<file path="config.mk">
export PLATFORM = sky130hd
export DESIGN_NAME = chan_block_gen
export DESIGN_NICKNAME = d
export VERILOG_FILES = /design/src/rtl/cbg_pkg.sv /design/src/rtl/cbg_regs.sv /design/src/rtl/cbg_slot_timer.sv /design/src/rtl/cbg_gate.sv /design/src/rtl/chan_block_gen.sv
export SDC_FILE = /design/constraint.sdc
export NUM_CORES = 1
export LEC_CHECK = 0
export BUFFER_PORTS_ARGS = -buffer_cell sky130_fd_sc_hd__buf_2
export CAP_MARGIN = 20
export CORE_AREA = 8 8 89 91
export DETAILED_ROUTE_END_ITERATION = 16
export DIE_AREA = 0 0 97 99
export PLACE_DENSITY_LB_ADDON = 0.25
export SLEW_MARGIN = 20
export SYNTH_ARGS = -nofsm -noshare
export SYNTH_HDL_FRONTEND = slang
export SYNTH_SLANG_ARGS = --single-unit
export TNS_END_PERCENT = 50
</file>
<file path="constraint.sdc">
create_clock -name clk -period 6.49 [get_ports clk]
set_input_delay 0.649 -clock clk [delete_from_list [all_inputs] [get_ports clk]]
set_output_delay 0.649 -clock clk [all_outputs]
set_load 0.05 [all_outputs]
</file>
<file path="src/rtl/cbg_pkg.sv">
package cbg_pkg;
  localparam int CBG_SLOTS    = 32;
  localparam int CBG_SLOTBITS = 8;
  localparam int CBG_REGW     = 8;
  localparam int CBG_ADDRW    = 4;

  // register index of a write address within one bitmap, or -1 when outside
  function automatic int map_byte(input int addr, input int base, input int nreg);
    if (addr >= base && addr < base + nreg) return addr - base;
    return -1;
  endfunction

  // modular increment used by the slot counter
  function automatic int wrap_inc(input int v, input int lim);
    return (v + 1 >= lim) ? 0 : v + 1;
  endfunction
endpackage

</file>
<file path="src/rtl/cbg_regs.sv">
module cbg_regs
  import cbg_pkg::*;
#(
  parameter int NUM_SLOTS = CBG_SLOTS,
  parameter int REG_W     = CBG_REGW,
  parameter int ADDR_W    = CBG_ADDRW
) (
  input  logic                 clk,
  input  logic                 rst_n,
  input  logic                 wr_en,
  input  logic [ADDR_W-1:0]    wr_addr,
  input  logic [REG_W-1:0]     wr_data,
  output logic [NUM_SLOTS-1:0] rx_map,
  output logic [NUM_SLOTS-1:0] tx_map,
  output logic                 alt_mode
);
  localparam int NREG      = NUM_SLOTS / REG_W;
  localparam int CTRL_ADDR = 2 * NREG;

  for (genvar g = 0; g < NREG; g++) begin : g_byte
    always_ff @(posedge clk) begin
      if (!rst_n) begin
        rx_map[g*REG_W +: REG_W] <= '0;
        tx_map[g*REG_W +: REG_W] <= '0;
      end else if (wr_en) begin
        if (map_byte(int'(wr_addr), 0, NREG) == g)
          rx_map[g*REG_W +: REG_W] <= wr_data;
        if (map_byte(int'(wr_addr), NREG, NREG) == g)
          tx_map[g*REG_W +: REG_W] <= wr_data;
      end
    end
  end

  always_ff @(posedge clk) begin
    if (!rst_n)
      alt_mode <= 1'b0;
    else if (wr_en && (wr_addr == ADDR_W'(CTRL_ADDR)))
      alt_mode <= wr_data[0];
  end
endmodule

</file>
<file path="src/rtl/cbg_slot_timer.sv">
module cbg_slot_timer
  import cbg_pkg::*;
#(
  parameter int NUM_SLOTS = CBG_SLOTS,
  parameter int SLOT_BITS = CBG_SLOTBITS,
  localparam int SW = $clog2(NUM_SLOTS),
  localparam int BW = $clog2(SLOT_BITS)
) (
  input  logic          clk,
  input  logic          rst_n,
  input  logic          bit_en,
  input  logic          fsync,
  output logic          slot_start,
  output logic [SW-1:0] next_slot
);
  logic [SW-1:0] slot_q;
  logic [BW-1:0] bit_q;
  logic [BW-1:0] next_bit;

  always_comb begin
    if (fsync) begin
      next_bit  = '0;
      next_slot = '0;
    end else if (bit_q == BW'(SLOT_BITS - 1)) begin
      next_bit  = '0;
      next_slot = SW'(wrap_inc(int'(slot_q), NUM_SLOTS));
    end else begin
      next_bit  = bit_q + 1'b1;
      next_slot = slot_q;
    end
  end

  always_ff @(posedge clk) begin
    if (!rst_n) begin
      slot_q <= '0;
      bit_q  <= '0;
    end else if (bit_en) begin
      slot_q <= next_slot;
      bit_q  <= next_bit;
    end
  end

  assign slot_start = bit_en && (next_bit == '0);
endmodule

</file>
<file path="src/rtl/cbg_gate.sv">
module cbg_gate
  import cbg_pkg::*;
#(
  parameter int NUM_SLOTS = CBG_SLOTS,
  localparam int SW = $clog2(NUM_SLOTS)
) (
  input  logic                 clk,
  input  logic                 rst_n,
  input  logic                 load,
  input  logic                 enable,
  input  logic [SW-1:0]        slot,
  input  logic [NUM_SLOTS-1:0] map,
  output logic                 q
);
  always_ff @(posedge clk) begin
    if (!rst_n)
      q <= 1'b0;
    else if (load)
      q <= enable & map[slot];
  end
endmodule

</file>
<file path="src/rtl/chan_block_gen.sv">
module chan_block_gen
  import cbg_pkg::*;
#(
  parameter int NUM_SLOTS = CBG_SLOTS,
  parameter int SLOT_BITS = CBG_SLOTBITS,
  parameter int REG_W     = CBG_REGW,
  parameter int ADDR_W    = CBG_ADDRW
) (
  input  logic              clk,
  input  logic              rst_n,
  input  logic              wr_en,
  input  logic [ADDR_W-1:0] wr_addr,
  input  logic [REG_W-1:0]  wr_data,
  input  logic              rx_bit_en,
  input  logic              rx_fsync,
  input  logic              tx_bit_en,
  input  logic              tx_fsync,
  output logic              rx_blk,
  output logic              tx_blk,
  output logic              tx_sig_sel
);
  localparam int SW = $clog2(NUM_SLOTS);

  logic [NUM_SLOTS-1:0] rx_map, tx_map;
  logic                 alt_mode;
  logic                 rx_start, tx_start;
  logic [SW-1:0]        rx_slot, tx_slot;

  cbg_regs #(.NUM_SLOTS(NUM_SLOTS), .REG_W(REG_W), .ADDR_W(ADDR_W)) u_regs (
    .clk(clk), .rst_n(rst_n), .wr_en(wr_en), .wr_addr(wr_addr), .wr_data(wr_data),
    .rx_map(rx_map), .tx_map(tx_map), .alt_mode(alt_mode)
  );

  cbg_slot_timer #(.NUM_SLOTS(NUM_SLOTS), .SLOT_BITS(SLOT_BITS)) u_rx_tmr (
    .clk(clk), .rst_n(rst_n), .bit_en(rx_bit_en), .fsync(rx_fsync),
    .slot_start(rx_start), .next_slot(rx_slot)
  );

  cbg_slot_timer #(.NUM_SLOTS(NUM_SLOTS), .SLOT_BITS(SLOT_BITS)) u_tx_tmr (
    .clk(clk), .rst_n(rst_n), .bit_en(tx_bit_en), .fsync(tx_fsync),
    .slot_start(tx_start), .next_slot(tx_slot)
  );

  cbg_gate #(.NUM_SLOTS(NUM_SLOTS)) u_rx_gate (
    .clk(clk), .rst_n(rst_n), .load(rx_start), .enable(1'b1),
    .slot(rx_slot), .map(rx_map), .q(rx_blk)
  );

  cbg_gate #(.NUM_SLOTS(NUM_SLOTS)) u_tx_gate (
    .clk(clk), .rst_n(rst_n), .load(tx_start), .enable(!alt_mode),
    .slot(tx_slot), .map(tx_map), .q(tx_blk)
  );

  cbg_gate #(.NUM_SLOTS(NUM_SLOTS)) u_sel_gate (
    .clk(clk), .rst_n(rst_n), .load(tx_start), .enable(alt_mode),
    .slot(tx_slot), .map(tx_map), .q(tx_sig_sel)
  );
endmodule

</file>
======== Word-level counts from Yosys, hierarchy flattened ========
Cells that the tools add are included.
word-level totals
  register bits ........................... 84
  input port bits ......................... 19
  output and inout port bits .............. 3
  logic and storage cells ................. 84
operators by class
  magnitude comparators ................... 7
  bitwise logic cells ..................... 2
  add/subtract/negate cells ............... 5
  equality and inequality tests ........... 9
  reductions and logical operators ........ 17
  multiplexer cells ....................... 28
operators with widths
  kind                                                        count
  two-way mux 32 bit                                          7
  == test 32 x 3 -> 1 bit, second input constant              4
  == test 32 x 2 -> 1 bit, second input constant              2
  zero test 32 bit                                            2
  two-way mux 5 bit                                           6
  AND reduction 2 bit                                         8
  adder 5 x 1 -> 6 bit, second input constant                 2
  >= comparator 6 bit, second input constant                  2
  less-than comparator 5 x 6 -> 1 bit, second input constant  2
  two-way mux 3 bit                                           4
  binary-select mux 1 bit (select 5 bit)                      2
  two-way mux 1 bit                                           8
  adder 3 x 1 -> 3 bit, second input constant                 2
  == test 3 bit, second input constant                        2
  zero test 3 bit                                             2
  subtractor 4 x 3 -> 5 bit, second input constant            1
  == test 4 bit, second input constant                        1
  >= comparator 4 x 3 -> 1 bit, second input constant         1
  logical AND 1 bit                                           4
  less-than comparator 4 x 3 -> 1 bit, second input constant  1
  less-than comparator 4 bit, second input constant           1
  two-way mux 4 bit                                           1
  bitwise AND 1 bit                                           2
  zero test 1 bit                                             1

======== Logic depth before layout (Yosys ltp) ========
  word-level depth ........................ 10
  depth in mapped cells ................... 11
  mapped depth without buffers ............ 9

======== Hierarchy ========
From an unflattened synthesis, not the netlist that was laid out.
unflattened totals
  cell total of the unflattened synthesis .. 443
  area, all modules ....................... 4585.6 sq um
modules (own cells, without submodules)
  module                      cells each  area an instance (sq um)  instances  sequential area each (sq um)
  cbg_regs                    230         2436.1                    1          1301.2
  cbg_gate                    28          342.8                     3          20.0
  cbg_slot_timer at u_tx_tmr  63          571.8                     1          160.2
  cbg_slot_timer at u_rx_tmr  64          541.8                     1          160.2
  chan_block_gen              2           7.5                       1          0.0

======== Worst setup path before layout ========
No wires, ideal clock.
  path type ............................... register to register
  from .................................... register u_tx_tmr.bit_q[0]
  to ...................................... register u_sel_gate.q
  arrival ................................. 2215 ps
  slack ................................... 4151 ps
  clock period less this slack ............ 2339 ps
  cell stages (with the launch flop) ...... 10
  library setup time ...................... 123 ps
  buffers on the path ..................... 0
  data required time ...................... 6367 ps
  cell sequence ........................... dfxtp_1 ha_1 ha_1 xnor2_1 nor2_4 mux4_1 mux2i_1 mux2i_1 o2111ai_1 o22ai_1
on the way
  cells in the longest elaborated chain, start to end .. 6
  elaborated cells on any way between the ends .. 11
  classes of those cells .................. add/sub: 1; eq/ne: 1; mux: 6; bitwise: 1; reduce/logical: 2
ends and longest elaborated chain
  what                                     line                  source
  start, declared                          cbg_slot_timer.sv:17  logic [BW-1:0] bit_q;
  start signal, assigned                   cbg_slot_timer.sv:39  bit_q <= next_bit;
  == test 3 bit                            cbg_slot_timer.sv:24  end else if (bit_q == BW'(SLOT_BITS - 1)) begin
  two-way mux 5 bit                        cbg_slot_timer.sv:24
  two-way mux 5 bit                        cbg_slot_timer.sv:21  if (fsync) begin
  binary-select mux 1 bit (select 5 bit)   cbg_gate.sv:19        q <= enable & map[slot];
  two-way mux 1 bit (implied by the code)  cbg_gate.sv:19
  bitwise AND 1 bit                        cbg_gate.sv:19
  end signal, assigned                     cbg_gate.sv:19
  end, declared                            cbg_gate.sv:13        output logic q
Parallel ways exist; a longest one is shown, timed or not. The select of a mux whose other input is x is not followed.
A chain may end at the register's enable or synchronous reset.

======== Final worst setup path ========
Same ends and word-level chain as after synthesis.

==> results.cfg <==
[status]
status = complete, no violations

[global_route]
grt_first_pass_wirelength_um = 13410
grt-ovfl-total = 0
grt_max_degree = 86
grt_pass1_vias = 2727
antenna_found_initial = 0
grt_usage_pct = 17.18

[placement]
port_buffers = 21
gp_congestion = 0.7945
place_area_sq_mm = 0.004245
dp_slack_ns = 3.913
hpwl_um = 5313

[cts]
cts_hold_buf = 0
post_cts_resized = 0
clockBufferDepth = 2
post_cts_buffers = 0
root_buffer = clkbuf_8
cts_tree = done
clk_latency_ns = 0.35
htreeDepth = 3
cts_buffers = 9
path_clk_slew_ns = 0.08
cts.sinks = 84

[yosys]
ys_seq_area_share_pct = 40.57
yosys-top-cells-area = dfxtp_1 41%, mux2i_1 21%, nor2b_1 12%, mux4_1 5.1%, mux4_2 4.3%
syn_nets = 407
synth-edff-count = 0
yosys.area.top_type_share_pct = 40.57
ys_ff_latch = 84
synthCells = 382
async_flop_share_pct = 0
post-synth-top-area-cell = dfxtp_1
synth_top_flop_cell = dfxtp_1
syn_area_per_cell_sq_um = 10.85
ys_types = 41
synth_area_sq_mm = 0.004145
synth_common_cells = 89 x mux2i_1, 84 x dfxtp_1, 77 x nor2b_1
synth.most_common_cell = mux2i_1
yosys_warnings = 0

[final_layout]
design_area_sq_mm = 0.004463
drive_gt1_share_pct = 13.27
seqCellArea_sq_mm = 0.001682
final_core_util_pct = 67.94
num_antenna_cells = 0
syn2layout_area_growth_pct = 7.667
n_fill_cell = 502
multi_input_area_sq_mm = 0.002332
nets = 413

[floorplan]
die_x_um = 97
num_rows = 30
dieArea_sq_mm = 0.009603
io_pins = 22
initial_core_util_pct = 63.10
die_h_um = 99
coreArea_sq_mm = 0.006569

[sta]
holdWs_ns = 0.4957
fin_tns_setup_ns = 0
slew_violations = 0
rsz0062_at_grt = false
period_minus_slack_ns = 2.634
hold_viol = 0
skew_ns = 0.006256
setup_ws_ns = 3.856
slew_headroom_pct = 39.92
layout_worst_path_cycle_share_pct = 40.59
max_freq_mhz = 379.6
finalSetupViolations = 0
tightest_slew_ns = 0.8979

[critical_path]
cp_slowest_cell = mux4_1
critical_path_arrival_ns = 2.87
crit_chain = ha_1 > ha_1 > nand2_1 > xor2_2 > mux4_1 > mux2i_1 > a22oi_2 > o2111ai_1 > o22ai_1
critPathMaxStageDelay_ns = 0.64
crit_top_cell = ha_1
start_kind = flop
endpoint_kind = flop
path_max_fanout = 7
path_buf_inv = 0
path_class = flop to flop
critical_path.top_delay_family = multiplexers
r2r_setup_slack_ns = 3.86
required_ns = 6.73

[flow_run]
cap_violations = 0

[detailed_routing]
routedWlPerCell_um = 16.72
vias = 2698
drt_iter0_drc = 126
drtAntennaViolNets = 0
drc = 0
routed_wl_um = 7894
drt-pass1-iter-count = 4
vias_per_cell = 5.716

[power]
p_seq_share_pct = 53.2
p_leak_uw = 0.001855
switching_share_pct = 21.77
peakVddDrop_mv = 0.1915
p_per_area_mw_per_mm2 = 221.5
pwr-share-clk_pct = 40.7
p_int_uw = 773.2
combPwrFrac_pct = 6.2
power_switching_uw = 215.2

[worst_hold_path]
hp-class = flop to flop
==> tightest hold or removal path, cell delays in order, from the launching register on <==
cell,delay (ns)
dfxtp_1,0.33
nand2_1,0.06
o22ai_1,0.06
==> registers in the layout (all words and copies together) (netlist names) <==
signal and count:
u_rx_tmr.bit_q 3, u_rx_tmr.slot_q 5, u_regs.alt_mode 1, u_regs.tx_map 32, u_tx_tmr.slot_q 5, u_rx_gate.q 1, u_sel_gate.q 1, u_tx_tmr.bit_q 3
u_regs.rx_map 32, u_tx_gate.q 1
==> cell type report <==
type	instances	share of cell area [%]
clock buffers	11	3.168
multi-input cells	265	52.26
clock inverters	4	1.654
well taps	80	2.243
repair buffers	21	2.411
flip-flops and latches	84	37.68
inverters	7	0.5887
==> routing by layer <==
layer / track usage, % / share of wire [%] / vias to the layer above
met5: 0 / 0 / -
met3: 3.779 / 3.1 / 8
li1: - / - / 1344
met2: 26.46 / 45 / 42
met1: 22.35 / 50 / 1304
met4: 8.047 / 1.6 / 0
==> power groups by stage <==
stage	clock network [uW]	registers, uW	logic (uW)
CTS	412	525	61.5
global route	433	526	66.3
global placement	0	537	59.7
finish	402	525	61.0
floorplan	0	538	43.7
detailed placement	0	537	61.4
==> kinds of logic after synthesis <==
group | count (synthesis) | synth area share (%)
AO/OA/AOI/OAI | 18 | 3.169
buffers and inverters | 33 | 3.169
flip-flops | 84 | 40.57
adder cells (fa/ha/maj) | 6 | 1.811
AND/OR/NAND/NOR | 128 | 18.44
multiplexers | 106 | 31.18
XOR/XNOR | 7 | 1.660
==> final timing paths <==
check                                 startpoint                        end  cells past startpoint
setup / recovery  u_tx_tmr.bit_q[0]$_SDFFE_PN0P_  u_sel_gate.q$_SDFFE_PN0P_                      9
hold / removal          u_tx_gate.q$_SDFFE_PN0P_   u_tx_gate.q$_SDFFE_PN0P_                      2
setup reg to reg  u_tx_tmr.bit_q[0]$_SDFFE_PN0P_  u_sel_gate.q$_SDFFE_PN0P_                      9
hold reg to reg         u_tx_gate.q$_SDFFE_PN0P_   u_tx_gate.q$_SDFFE_PN0P_                      2
==> placed cells by master (no fill, tap or decap), types with 2 or more instances in the layout <==
cell type	synthesis	routed
mux2i_1	89	89
dfxtp_1	84	84
nor2b_1	77	77
buf_2	3	20
nor2_1	12	12
nand2_1	11	11
clkbuf_8	0	10
mux4_2	8	8
mux4_1	8	8
inv_1	7	7
ha_1	6	6
nand2b_1	5	5
xnor2_1	3	3
nand3_1	3	3
o21a_1	3	3
xor2_1	3	3
o21ai_0	3	3
o22ai_1	3	3
and2_1	3	3
nor2_4	2	2
a21oi_1	2	2
nand4_1	2	2
and3_1	2	2
nor3b_1	2	2
nor3_1	2	2
nand3b_1	2	2
bufinv_16	0	2
==> metrics by stage <==
stage               std cells  power [uW]
CTS                       472       998.5
detailed placement        457       598.8
finish                    472       988.4
global placement          457       597.0
global route              472        1026
floorplan                 382       581.5
Note: power is estimated with default switching activity, not from simulation.
